<file path="src/rtl/cts_pkg.sv">
package cts_pkg;

    typedef enum logic [1:0] {
        ST_IDLE,
        ST_ACQUIRE,
        ST_START,
        ST_CONVERT
    } conv_state_e;

    localparam logic [3:0] MODE_TRIGGER = 4'b1011;

    localparam logic [3:0] A_TMR_LO = 4'd0;
    localparam logic [3:0] A_TMR_HI = 4'd1;
    localparam logic [3:0] A_CMP_LO = 4'd2;
    localparam logic [3:0] A_CMP_HI = 4'd3;
    localparam logic [3:0] A_MODE   = 4'd4;
    localparam logic [3:0] A_CTLA   = 4'd5;
    localparam logic [3:0] A_CTLB   = 4'd6;
    localparam logic [3:0] A_RES_HI = 4'd7;
    localparam logic [3:0] A_RES_LO = 4'd8;
    localparam logic [3:0] A_FLAGS  = 4'd9;

    localparam int PERIOD_W = 5;

    // acquisition length in conversion-clock periods for each code
    function automatic logic [PERIOD_W-1:0] acq_periods(input logic [2:0] code);
        logic [PERIOD_W-1:0] p;
        case (code)
            3'd0:    p = 5'd0;
            3'd1:    p = 5'd2;
            3'd2:    p = 5'd4;
            3'd3:    p = 5'd6;
            3'd4:    p = 5'd8;
            3'd5:    p = 5'd12;
            3'd6:    p = 5'd16;
            default: p = 5'd20;
        endcase
        return p;
    endfunction

endpackage

</file>
<file path="src/rtl/cts_trig_timer.sv">
module cts_trig_timer #(
    parameter int BYTE_W = 8
) (
    input  logic              clk,
    input  logic              rst_n,
    input  logic              load_lo,
    input  logic              load_hi,
    input  logic [BYTE_W-1:0] wdata,
    input  logic [2*BYTE_W-1:0] cmp_val,
    input  logic              armed,
    output logic [2*BYTE_W-1:0] tmr,
    output logic              trig
);
    localparam int TMR_W = 2 * BYTE_W;

    assign trig = armed && (tmr == cmp_val);

    always_ff @(posedge clk or negedge rst_n) begin
        if (!rst_n) begin
            tmr <= '0;
        end else if (trig) begin
            tmr <= '0;
        end else if (load_lo) begin
            tmr <= {{BYTE_W{1'b0}}, wdata};
        end else if (load_hi) begin
            tmr <= {wdata, tmr[BYTE_W-1:0]};
        end else begin
            tmr <= tmr + TMR_W'(1);
        end
    end


    trig_clears_timer_chk: assert property (@(posedge clk) disable iff (!rst_n)
        trig |=> (tmr == '0));

endmodule

</file>
<file path="src/rtl/cts_conv_fsm.sv">
module cts_conv_fsm
    import cts_pkg::*;
#(
    parameter int CNT_W = 12
) (
    input  logic             clk,
    input  logic             rst_n,
    input  logic             trig,
    input  logic             adon,
    input  logic             sw_go,
    input  logic             abort,
    input  logic [CNT_W-1:0] acq_len,
    input  logic             conv_done,
    output logic             busy,
    output logic             conv_start,
    output logic             capture
);
    conv_state_e      state, state_d;
    logic [CNT_W-1:0] cnt, cnt_d;
    logic             go_req;

    assign go_req = (trig && adon) || sw_go;

    always_comb begin
        state_d = state;
        cnt_d   = cnt;
        unique case (state)
            ST_IDLE: begin
                if (go_req) begin
                    if (acq_len == '0) begin
                        state_d = ST_START;
                    end else begin
                        state_d = ST_ACQUIRE;
                        cnt_d   = acq_len;
                    end
                end
            end
            ST_ACQUIRE: begin
                if (abort) begin
                    state_d = ST_IDLE;
                end else if (cnt == CNT_W'(1)) begin
                    state_d = ST_START;
                end else begin
                    cnt_d = cnt - CNT_W'(1);
                end
            end
            ST_START: begin
                state_d = abort ? ST_IDLE : ST_CONVERT;
            end
            ST_CONVERT: begin
                if (abort || conv_done) begin
                    state_d = ST_IDLE;
                end
            end
        endcase
    end

    always_ff @(posedge clk or negedge rst_n) begin
        if (!rst_n) begin
            state <= ST_IDLE;
            cnt   <= '0;
        end else begin
            state <= state_d;
            cnt   <= cnt_d;
        end
    end

    always_comb begin
        busy       = (state != ST_IDLE);
        conv_start = (state == ST_START);
        capture    = (state == ST_CONVERT) && conv_done && !abort;
    end


    start_single_chk: assert property (@(posedge clk) disable iff (!rst_n)
        conv_start |=> !conv_start);


    disabled_ignore_chk: assert property (@(posedge clk) disable iff (!rst_n)
        (state == ST_IDLE && trig && !adon && !sw_go) |=> (state == ST_IDLE));


    busy_ignore_chk: assert property (@(posedge clk) disable iff (!rst_n)
        (state == ST_CONVERT && trig && !conv_done && !abort) |=> (state == ST_CONVERT));


    abort_idle_chk: assert property (@(posedge clk) disable iff (!rst_n)
        (abort && busy) |=> !busy);


    capture_idle_chk: assert property (@(posedge clk) disable iff (!rst_n)
        capture |=> (state == ST_IDLE));

endmodule

</file>
<file path="src/rtl/cts_result_fmt.sv">
module cts_result_fmt #(
    parameter int RES_W  = 10,
    parameter int BYTE_W = 8
) (
    input  logic              right_just,
    input  logic [RES_W-1:0]  raw,
    output logic [BYTE_W-1:0] hi,
    output logic [BYTE_W-1:0] lo
);
    localparam int PAIR_W = 2 * BYTE_W;
    localparam int PAD_W  = PAIR_W - RES_W;

    logic [PAIR_W-1:0] right_pair, left_pair;

    assign right_pair = {{PAD_W{1'b0}}, raw};
    assign left_pair  = {raw, {PAD_W{1'b0}}};

    always_comb begin
        if (right_just) begin
            hi = right_pair[PAIR_W-1:BYTE_W];
            lo = right_pair[BYTE_W-1:0];
        end else begin
            hi = left_pair[PAIR_W-1:BYTE_W];
            lo = left_pair[BYTE_W-1:0];
        end
    end

endmodule

</file>
<file path="src/rtl/conv_trigger_ctrl.sv">
module conv_trigger_ctrl
    import cts_pkg::*;
#(
    parameter int BYTE_W = 8,
    parameter int RES_W  = 10,
    parameter int ADDR_W = 4,
    parameter int CHS_W  = 4
) (
    input  logic              clk,
    input  logic              rst_n,
    input  logic              bus_we,
    input  logic [ADDR_W-1:0] bus_addr,
    input  logic [BYTE_W-1:0] bus_wdata,
    output logic [BYTE_W-1:0] bus_rdata,
    output logic [CHS_W-1:0]  conv_chan,
    output logic              conv_start,
    input  logic              conv_done,
    input  logic [RES_W-1:0]  conv_data,
    output logic              conv_irq
);
    localparam int TMR_W   = 2 * BYTE_W;
    localparam int SCALE_W = 3;
    localparam int CNT_W   = PERIOD_W + (1 << SCALE_W) - 1;

    logic [TMR_W-1:0]   r_cmp, tmr;
    logic [3:0]         r_mode;
    logic [CHS_W-1:0]   r_chs;
    logic               r_adon, r_adfm, r_irq;
    logic [2:0]         r_acqt;
    logic [SCALE_W-1:0] r_adcs;
    logic [BYTE_W-1:0]  r_res_hi, r_res_lo, fmt_hi, fmt_lo;
    logic [CNT_W-1:0]   acq_len;
    logic               trig, busy, capture, sw_go, abort, wr_ctla;

    assign wr_ctla = bus_we && (bus_addr == ADDR_W'(A_CTLA));
    assign sw_go   = wr_ctla && (bus_wdata[1:0] == 2'b11);
    assign abort   = wr_ctla && (bus_wdata[1:0] != 2'b11);
    assign acq_len = CNT_W'(acq_periods(r_acqt)) << r_adcs;

    cts_trig_timer #(.BYTE_W(BYTE_W)) timer_i (
        .clk     (clk),
        .rst_n   (rst_n),
        .load_lo (bus_we && (bus_addr == ADDR_W'(A_TMR_LO))),
        .load_hi (bus_we && (bus_addr == ADDR_W'(A_TMR_HI))),
        .wdata   (bus_wdata),
        .cmp_val (r_cmp),
        .armed   (r_mode == MODE_TRIGGER),
        .tmr     (tmr),
        .trig    (trig)
    );

    cts_conv_fsm #(.CNT_W(CNT_W)) fsm_i (
        .clk        (clk),
        .rst_n      (rst_n),
        .trig       (trig),
        .adon       (r_adon),
        .sw_go      (sw_go),
        .abort      (abort),
        .acq_len    (acq_len),
        .conv_done  (conv_done),
        .busy       (busy),
        .conv_start (conv_start),
        .capture    (capture)
    );

    cts_result_fmt #(.RES_W(RES_W), .BYTE_W(BYTE_W)) fmt_i (
        .right_just (r_adfm),
        .raw        (conv_data),
        .hi         (fmt_hi),
        .lo         (fmt_lo)
    );

    always_ff @(posedge clk or negedge rst_n) begin
        if (!rst_n) begin
            r_cmp  <= '0;
            r_mode <= '0;
            r_chs  <= '0;
            r_adon <= 1'b0;
            r_adfm <= 1'b0;
            r_acqt <= '0;
            r_adcs <= '0;
        end else if (bus_we) begin
            case (bus_addr)
                ADDR_W'(A_CMP_LO): r_cmp[BYTE_W-1:0]     <= bus_wdata;
                ADDR_W'(A_CMP_HI): r_cmp[TMR_W-1:BYTE_W] <= bus_wdata;
                ADDR_W'(A_MODE):   r_mode <= bus_wdata[3:0];
                ADDR_W'(A_CTLA): begin
                    r_chs  <= bus_wdata[2+CHS_W-1:2];
                    r_adon <= bus_wdata[0];
                end
                ADDR_W'(A_CTLB): begin
                    r_adfm <= bus_wdata[7];
                    r_acqt <= bus_wdata[5:3];
                    r_adcs <= bus_wdata[SCALE_W-1:0];
                end
                default: ;
            endcase
        end
    end

    always_ff @(posedge clk or negedge rst_n) begin
        if (!rst_n) begin
            r_res_hi <= '0;
            r_res_lo <= '0;
            r_irq    <= 1'b0;
        end else if (capture) begin
            r_res_hi <= fmt_hi;
            r_res_lo <= fmt_lo;
            r_irq    <= 1'b1;
        end else if (bus_we && bus_addr == ADDR_W'(A_FLAGS) && bus_wdata[0]) begin
            r_irq <= 1'b0;
        end
    end

    always_comb begin
        case (bus_addr)
            ADDR_W'(A_TMR_LO): bus_rdata = tmr[BYTE_W-1:0];
            ADDR_W'(A_TMR_HI): bus_rdata = tmr[TMR_W-1:BYTE_W];
            ADDR_W'(A_CMP_LO): bus_rdata = r_cmp[BYTE_W-1:0];
            ADDR_W'(A_CMP_HI): bus_rdata = r_cmp[TMR_W-1:BYTE_W];
            ADDR_W'(A_MODE):   bus_rdata = BYTE_W'(r_mode);
            ADDR_W'(A_CTLA):   bus_rdata = BYTE_W'({r_chs, busy, r_adon});
            ADDR_W'(A_CTLB):   bus_rdata = {r_adfm, 1'b0, r_acqt, r_adcs};
            ADDR_W'(A_RES_HI): bus_rdata = r_res_hi;
            ADDR_W'(A_RES_LO): bus_rdata = r_res_lo;
            ADDR_W'(A_FLAGS):  bus_rdata = BYTE_W'(r_irq);
            default:           bus_rdata = '0;
        endcase
    end

    assign conv_chan = r_chs;
    assign conv_irq  = r_irq;


    capture_sets_irq_chk: assert property (@(posedge clk) disable iff (!rst_n)
        capture |=> conv_irq);


    abort_keeps_result_chk: assert property (@(posedge clk) disable iff (!rst_n)
        (!busy && conv_done) |=> $stable(r_res_hi) && $stable(r_res_lo));

endmodule

</file>
<file path="config.mk">
export PLATFORM = sky130hd
export DESIGN_NAME = conv_trigger_ctrl
export DESIGN_NICKNAME = d
export VERILOG_FILES = /design/src/rtl/cts_pkg.sv /design/src/rtl/cts_trig_timer.sv /design/src/rtl/cts_conv_fsm.sv /design/src/rtl/cts_result_fmt.sv /design/src/rtl/conv_trigger_ctrl.sv
export SDC_FILE = /design/constraint.sdc
export NUM_CORES = 1
export LEC_CHECK = 0
export BUFFER_PORTS_ARGS = -buffer_cell sky130_fd_sc_hd__buf_4
export CAP_MARGIN = 20
export CORE_ASPECT_RATIO = 0.7
export CORE_MARGIN = 2
export CORE_UTILIZATION = 30
export DETAILED_ROUTE_END_ITERATION = 10
export PLACE_DENSITY = 0.57
export SYNTH_ARGS = -nofsm -noshare
export SYNTH_HDL_FRONTEND = slang
export SYNTH_SLANG_ARGS = --single-unit
</file>
<file path="constraint.sdc">
create_clock -name clk -period 2.21 [get_ports clk]
set_input_delay 0.3315 -clock clk [delete_from_list [all_inputs] [get_ports clk]]
set_output_delay 0.3315 -clock clk [all_outputs]
set_load 0.1 [all_outputs]
</file>
* Word level (Yosys, flattened, before mapping)
Cells that the tools add are included.
** Word-level totals
- Flip-flop bits (word level) :: 79
- Input port bits :: 26
- Output and inout port bits :: 14
- Logic and storage cells :: 97
** Operators by class
- Add/sub/neg operators :: 2
- Equality and inequality tests :: 30
- Shift operators :: 1
- Mux-type cells :: 21
- Reduce and logical (&&, ||, !) cells :: 28
** Operator list (count)
- 8-bit one-hot mux with 10 select lines :: 1
- 12-bit 2-to-1 mux :: 4
- 16-bit 2-to-1 mux :: 3
- 5-bit one-hot mux with 7 select lines :: 1
- 12-bit one-hot mux with 2 select lines :: 1
- 16-bit by 1-bit adder with 16-bit output, second input constant :: 1
- 16-bit equality test :: 1
- 4-bit by 3-bit equality test with 1-bit output, second input constant :: 4
- 8-bit 2-to-1 mux :: 2
- 12-bit by 1-bit equality test with 1-bit output, second input constant :: 1
- 4-bit equality test, second input constant :: 3
- 12-bit logical NOT :: 1
- 2-bit 2-to-1 mux :: 6
- 5-bit by 3-bit << shifter with 12-bit output :: 1
- 12-bit by 1-bit subtractor with 12-bit output, second input constant :: 1
- 1-bit logical AND :: 11
- 2-bit AND reduction :: 5
- 3-bit equality test, second input constant :: 3
- 4-bit by 2-bit equality test with 1-bit output, second input constant :: 2
- 2-bit inequality test, second input constant :: 4
- 2-bit one-hot mux with 4 select lines :: 1
- 2-bit equality test, second input constant :: 3
- 3-bit by 2-bit equality test with 1-bit output, second input constant :: 2
- 3-bit by 1-bit inequality test with 1-bit output, second input constant :: 2
- 13 further kinds :: 18

* Logic depth before layout (Yosys ltp)
Gate-level depths: netlist (run 1).
- Word-level depth :: 7
- Mapped depth :: 9

* Hierarchy
Synthesis (run 1) repeated with hierarchy kept, for this count alone.
** Second synthesis, totals
- Cell total of the unflattened synthesis :: 528
- Area total of the unflattened synthesis :: 5187.5 um^2
** Modules (own cells, without submodules)
- conv_trigger_ctrl :: times used 1, cells an instance 250, area an instance 2811.4 um^2, sequential area each 1226.2 um^2
- cts_trig_timer :: times used 1, cells an instance 139, area an instance 1209.9 um^2, sequential area each 400.4 um^2
- cts_conv_fsm :: times used 1, cells an instance 121, area an instance 1008.5 um^2, sequential area each 350.3 um^2
- cts_result_fmt :: times used 1, cells an instance 18, area an instance 157.7 um^2, sequential area each 0.0 um^2

* Worst setup path before layout (run 1)
No wires, ideal clock.
- Path kind :: input to output
- Start point :: in bus_addr[0]
- End point :: out bus_rdata[3]
- Arrival :: 3.302 ns
- Slack :: -1.423 ns
- Stages on the path :: 6
- Path through :: clkbuf_1 -> buf_1 -> a31oi_1 -> nor2_1 -> a221oi_1 -> o21ai_0
** Between the ends
- Word-level cells in the longest chain between the ends :: 2
- Elaborated cells on any way between the ends :: 11
- Those cells by class :: eq/ne: 9; mux: 1; reduce/logical: 1
** RTL lines
- start, declared :: line conv_trigger_ctrl.sv:12 : input logic [ADDR_W-1:0] bus_addr,
- 4-bit equality test (tied with other cells) :: line conv_trigger_ctrl.sv:116 : case (bus_addr)
- 8-bit one-hot mux with 10 select lines (*) :: line conv_trigger_ctrl.sv:116
- end, declared :: line conv_trigger_ctrl.sv:14 : output logic [BYTE_W-1:0] bus_rdata,
Every way passes the cells marked *; elsewhere a longest branch is shown, timed or not.

* Final worst setup path (run 1)
- Start point :: reg r_res_hi[5]
- End point :: out bus_rdata[5]
** Between the ends
- Word-level cells in the longest chain between the ends :: 1
** RTL lines
- start, declared :: line conv_trigger_ctrl.sv:31 : logic [BYTE_W-1:0] r_res_hi, r_res_lo, fmt_hi, fmt_lo;
- start signal, assigned :: line conv_trigger_ctrl.sv:107 : r_res_hi <= fmt_hi;
- 8-bit one-hot mux with 10 select lines :: line conv_trigger_ctrl.sv:116
Every way passes these cells.

==> results by group, run 1 <==
Status
  • Status: completed

Yosys
  • #FFs+latches synth: 79
  • Mean area per synthesized cell: 8.90 um^2
  • Count leader, synth: dfrtp_1
  • Area leader, netlist: dfrtp_1
  • EDFF count, synth: 0
  • Synth Cell Area: approximately 4800 um^2
  • Ys async rst share: 100%
  • Yosys cell types: 57
  • Sequential fraction of the synthesis area: 40.8%
  • Post-synth top cells: dfrtp_1, nand2_1, nor2_1
  • Cell count after synthesis: roughly 550
  • Leading post-synthesis cells by cell area: dfrtp_1, mux2_2, nand2_1
  • Top cell type's share of synthesized area: 40.8%
  • Top FF cell, synth: dfrtp_1
  • Yosys warning count: 0
  • Synth Net Count: 574

GRT
  • Number of global-route vias before repair: 4389
  • Global route hottest layer: met2
  • Largest net degree at the start of global routing: 40
  • Initial antenna violation count: 0
  • Total grt overflow: 0
  • Routing usage on met3: 4.26%
  • GRT Resource Usage Total: 18.6%
  • First-pass GRT wire length: about 24 mm
  • Met1 Usage GRT: 26.6%
  • GR Layer Usage met2: 27.9%

Drt
  • Via Count: 4488
  • Remaining antenna violation count: 0
  • DR vias/cell: 5.53
  • First drt pass iteration count: 5
  • DRC violations left: 0
  • Drt initial violations: 410
  • WL/cell: approximately 19 um
  • WL final: 15.6 mm

STA
  • Hold Vio Cnt, Final: 0
  • Min Tclk post-route: 2150 ps
  • Max-slew violations: 0
  • Slew margin rel.: around 65%
  • Setup tns final: 0 ps
  • Worst-Margin Slew: 523 ps
  • Max Clock Freq: 0.464 GHz
  • Fin Clk Skew: 8.33 ps
  • Endpoints failing setup: 0
  • Final period util: 97.5%

Clock network
  • Clock Sinks: 79
  • CTS Buffer Depth: 2
  • CTS root buffer: clkbuf_16
  • CTS H-tree lvls: 3
  • TritonCTS Buffers: 9
  • Clock transition at path regs: approximately 70 ps
  • Clock Latency Late Sink: about 350 ps
  • CTS tree: done

Setup path
  • CP required: approximately 1900 ps
  • CP Data Arrival Time: 1820 ps
  • Worst setup EP type: output pin
  • Max FO, Critical Path: 2
  • Setup CP Type: reg2out
  • R2R setup slack: about 70 ps
  • CP startpoint kind: flop

Place
  • Final GP Congestion: 0.898
  • Detailed placement HPWL: roughly 12 mm
  • I/O Buffers: 39
  • DP Area: approximately 5600 um^2

Floorplan
  • Die Wd: 156 um
  • # rows: 38
  • Initial Util: 31.0%
  • Io pins: 40
  • Die height: 110 um
  • Core Footprint: 15600 um^2
  • Die area: between 15000 and 20000 um^2

Final layout
  • Final Instance Area: 6030 um^2
  • Area growth syn-to-layout: 24.4%
  • Ratio of cells with drive above 1 in the final layout: 26.5%
  • Antenna cells: 0
  • Final Net Count: roughly 640

Power and ir drop
  • Power Density: 1120 nW/um^2
  • Leakage: 0.00258 uW
  • Worst VDD drop: ~0.73 mV
  • Overall Power: just under 7000 uW

Hold path
  • Worst hold-check path type: in2reg

Run
  • Total of max-cap violations: 0
-- logic make-up after synthesis --
logic type / count (synthesis) / synth area share [%]
AO/OA/AOI/OAI: 141 / 18.6
XOR/XNOR: 25 / 4.51
adder cells (fa/ha/maj): 3 / 0.774
buffers and inverters: 44 / 3.64
flip-flops: 79 / 40.8
multiplexers: 47 / 10.8
AND/OR/NAND/NOR: 206 / 20.9
-- area by class of cell --
type / count / area, um^2
Multi-Input combinational cell: 423 / 2790
Fill cell: 1578 / 9610
Sequential cell: 79 / 1980
Timing Repair Buffer: 84 / 669
Clock buffer: 9 / 225
Inverter: 9 / 33.8
Clock inverter: 7 / 85.1
Tap cell: 200 / 250
-- power breakdown --
group / switching [uW] / total, uW / internal [uW]
clock: 704 / 1610 / 905
combinational: 1560 / 2660 / 1100
sequential: 588 / 2510 / 1920
total: 2850 / 6770 / 3920
-- metrics by stage --
step / cells / worst slack (ps) / hold WS, ps / util [%]
after CTS: 808 / 19.3 / 244 / 38.2
after global routing: 811 / -4.28 / 252 / 38.6
after detailed placement: 790 / -25.3 / 348 / 36.0
after global placement: 790 / 66.8 / 338 / 36.0
after floorplan: 545 / -530 / 35.9 / -
final: 811 / 55.2 / 247 / 38.6
-- per-layer routing --
| layer | routed length [um] | part of all wire [%] |
|---|---|---|
| met2 | 6740 | 43 |
| met4 | 331 | 2.1 |
| met5 | 0 | 0 |
| met1 | 7530 | 48 |
| met3 | 965 | 6.2 |
-- layout by cell type (no fill, tap or decap), drive strengths merged, types with 5 or more instances in the layout --
master	netlist	layout
a211oi	8	8
a21oi	27	27
a22o	5	5
a22oi	7	7
a2bb2oi	6	6
a31oi	14	14
and3	11	11
buf	6	83
clkbuf	29	9
dfrtp	79	79
inv	9	15
mux2	32	32
mux2i	14	14
nand2	67	67
nand2b	14	14
nand3	19	19
nor2	42	42
nor2b	10	10
nor3	9	9
nor3b	5	5
nor4	7	7
o21ai	43	43
xnor2	5	5
xor2	20	20
-- critical path, cell delays in order, from the launching register on --
cell	delay, ps
dfrtp_2	440
mux4_2	470
nor2b_4	150
a21oi_2	150
nand2_2	90
buf_12	170
-- sequential cells by signal (all words and copies together), names as in the netlist --
name         flops
conv_chan        4
conv_irq         1
fsm_i.cnt       12
fsm_i.state      2
r_acqt           3
r_adcs           3
r_adfm           1
r_adon           1
r_cmp           16
r_mode           4
r_res_hi         8
r_res_lo         8
timer_i.tmr     16
-- timing repair --
item                                    in CTS  in global routing
hold buffers                                 1                  0
pin swaps                                    1                  4
buffers inserted                             1                  2
cloned                                       0                  1
hold endpoints to repair                    36                  0
resized for setup                            5                 15
endpoints found under the setup margin       5                 15
-- final timing paths --
check                                   start            end  depth (start not counted)
min in group asynchronous               rst_n  fsm_i.cnt[11]                          2
worst min-delay path             conv_data[7]    r_res_hi[5]                          3
worst min register to register  fsm_i.cnt[10]  fsm_i.cnt[10]                          1
worst max-delay path              r_res_hi[5]   bus_rdata[5]                          5
max in group asynchronous               rst_n       r_cmp[6]                          3
worst max register to register   fsm_i.cnt[1]   fsm_i.cnt[5]                          8
Note: power is estimated with default switching activity, not from simulation.
==> run 2, diff against run 1 <==
--- a/config.mk
+++ b/config.mk
@@ -14,4 +14,5 @@
 export PLACE_DENSITY = 0.57
 export SYNTH_ARGS = -nofsm -noshare
 export SYNTH_HDL_FRONTEND = slang
+export SYNTH_HIERARCHICAL = 1
 export SYNTH_SLANG_ARGS = --single-unit
==> run 2 against run 1 <==
The run now ends with negative setup slack left. Hold slack better by 34 ps. Non-clock buffer count is 44 higher. Critical path depth is 5 higher. Register-to-register slack worse by 230 ps. Clock skew hardly changed. Utilization is 2.2 points higher. Via count is 2.5% higher. Power is 24% higher. Cell area is 15% higher. Maximum frequency is 9.0% lower. Largest cell class unchanged.
==> results by group, run 2 <==
Setup path
  • Reg2Reg Depth: 10
  • Worst setup EP type: flop
  • Setup CP Type: reg2reg
  • CP required: 2470 ps
  • CP startpoint kind: flop
  • R2R setup slack: -160 ps
  • R2r endpoint: fsm_i/cnt[4]
  • Worst R2R Start: r_adcs[0]
  • Crit path from: r_adcs[0]
  • Max FO, Critical Path: 7
  • CP endpoint: fsm_i/cnt[4]
  • CP Data Arrival Time: 2630 ps

Final layout
  • Biggest regs: r_cmp x16, timer_i/tmr x16, fsm_i/cnt x12
  • Antenna cells: 0
  • Most frequent cells in the layout: buf_4, dfrtp_1, mux2_2
  • Commonest non-fill, non-tap cell in the layout: buf_4
  • Final Net Count: 668
  • Area growth syn-to-layout: 34.2%
  • Final core utilization: 40.8%
  • Filler cells: 1645
  • Ratio of cells with drive above 1 in the final layout: ~40%

Floorplan
  • Io pins: 40
  • Die Wd: approximately 160 um
  • Die height: 114 um
  • Core Footprint: 17100 um^2
  • Initial Util: between 30% and 40%
  • Die area: 18400 um^2
  • # rows: 40

Place
  • Detailed placement HPWL: 12.1 mm
  • Final GP Congestion: 0.832
  • I/O Buffers: 39

STA
  • Setup tns final: -1370 ps
  • Endpoints failing setup: 13
  • Fin Clk Skew: 8.22 ps
  • WHS: 280 ps
  • Min Tclk post-route: 2370 ps
  • Worst-Margin Slew: 526 ps
  • Max Clock Freq: about 0.42 GHz
  • Final period util: 107%
  • Worst setup margin: -158 ps
  • Slew margin rel.: between 60% and 70%
  • Unrepaired setup endpoints after global routing: true
  • Hold Vio Cnt, Final: 0
  • Max-slew violations: 0

Yosys
  • #FFs+latches synth: 79
  • Fraction of synthesized cell area in xor and xnor cells: under 10%
  • Sequential fraction of the synthesis area: 38.1%
  • Simple-Gate Fraction of Synth Area: 21.2%
  • Yosys cell types: 75
  • Ys async rst share: between 90% and 100%
  • Mean area per synthesized cell: about 10 um^2
  • Area leader, netlist: dfrtp_1
  • Post-Synth Adder-Cell Area: 0.724%
  • Mux contribution to synthesized area: 17.8%
  • Count leader, synth: dfrtp_1
  • Synth Cell Area: 5190 um^2
  • Top FF cell, synth: dfrtp_1
  • Post-synth top cells: dfrtp_1, mux2_2, nor2_1
  • Leading post-synthesis cells by cell area: dfrtp_1, mux2_2, mux2i_1
  • Yosys warning count: 6
  • Largest family of logic cells by synthesized area: simple AND/OR/NAND/NOR gates
  • Compound-Gate Fraction of Synth Area: approximately 13%
  • Top cell type's share of synthesized area: a little under two fifths
  • EDFF count, synth: 0
  • Cell count after synthesis: 528

Clock network
  • Clock Sinks: approximately 80
  • CTS root buffer: clkbuf_16
  • Clock Latency Late Sink: between 300 and 400 ps
  • CTS H-tree lvls: 3
  • TritonCTS Buffers: 9
  • CTS tree: done
  • Clock transition at path regs: 70 ps
  • CTS Buffer Depth: 2

Power and ir drop
  • Leakage: 0.00300 uW
  • Overall Power: 8420 uW
  • Worst VDD drop: 0.480 mV
  • Power Density: 1210 nW/um^2

Drt
  • Via Count: 4600
  • WL/cell: 18.7 um
  • Remaining antenna violation count: 0
  • DR vias/cell: 5.26
  • First drt pass iteration count: 5
  • WL final: 16.4 mm
  • Drt initial violations: 377
  • DRC violations left: 0

Status
  • Status: complete, but fails checks
  • Failing checks: negative setup slack

GRT
  • GRT Resource Usage Total: 18.8%
  • Total grt overflow: 0
  • First-pass GRT wire length: 26.2 mm
  • Initial antenna violation count: 0
  • Number of global-route vias before repair: 4608
  • Largest net degree at the start of global routing: just under 50

Run
  • Total of max-cap violations: 0

Hold path
  • Worst hold-check path type: in2reg
  • Hold Crit Start: bus_wdata[6]
[run 2: changes by cell type after synthesis, sizes merged, moves of 6 or more]
cell,delta
nand2,-38
o21ai,-32
mux2,+24
clkbuf,-18
buf,+13
nor3,+13
mux2i,+12
and3,-8
nor2b,+8
a31oi,-6
nand2b,-6
nor2,+6
[run 2: cell type report]
type	count	area (um^2)	area share [%]
clock buffer	9	225	3.24
clock inverter	7	80.1	1.15
inverter	10	37.5	0.539
multi-input combinational	411	3250	46.7
sequential	79	1990	28.5
tap	231	289	4.15
timing repair buffer	128	1090	15.7
[run 2: worst min-delay path by stage]
stage | endpoint | cells past startpoint
floorplan | conv_chan[0] | 0
global placement | fsm_i/cnt[3] | 1
detailed placement | fsm_i/cnt[3] | 1
CTS | r_cmp[6] | 2
global route | r_cmp[6] | 2
finish | r_cmp[6] | 2
[run 2: per-layer routing]
layer  routed length [um]  global-route usage, %
met5                    0                      0
met3                 1230                   5.24
met4                  260                   4.46
met1                 8210                   28.5
met2                 6680                   26.4
[run 2: metrics by stage]
step	area [um^2]	setup WS (ps)	cells
3_5_place_dp	6310	-337	845
4_1_cts	6920	-116	872
3_3_place_gp	6310	-198	845
2_1_floorplan	5310	-467	530
6_report	6960	-158	875
5_1_grt	6960	-251	875
[run 2: timing repair]
item | in CTS | in global routing
gates resized for setup | 51 | 5
hold endpoints to repair | 31 | 0
pin swaps | 25 | 9
buffers inserted | 11 | 3
setup endpoints to repair | 18 | 17
hold buffers | 1 | 0
[run 2: critical path, cell delays in order (launching register included)]
cell and delay [ps]:
dfrtp_2 460, buf_4 170, xnor2_2 180, buf_4 160, o32ai_2 90, nor4_2 340
nand3_2 160, buf_6 150, a32oi_4 340, nor2_2 70, a211oi_2 160
[run 2: logic make-up (layout without fill, tap and decap cells)]
kind of cell,Yosys count,count (layout)
simple gates,194,194
compound gates,96,96
mux,82,82
flops,79,79
buf+inv,40,154
xor+xnor,33,33
fa+ha+maj,3,3
other cells,1,3
[run 2: where the power goes]
part	internal [uW]	total [uW]	switching, uW
combinational	1960	4350	2390
clock	887	1550	663
sequential	1970	2520	544
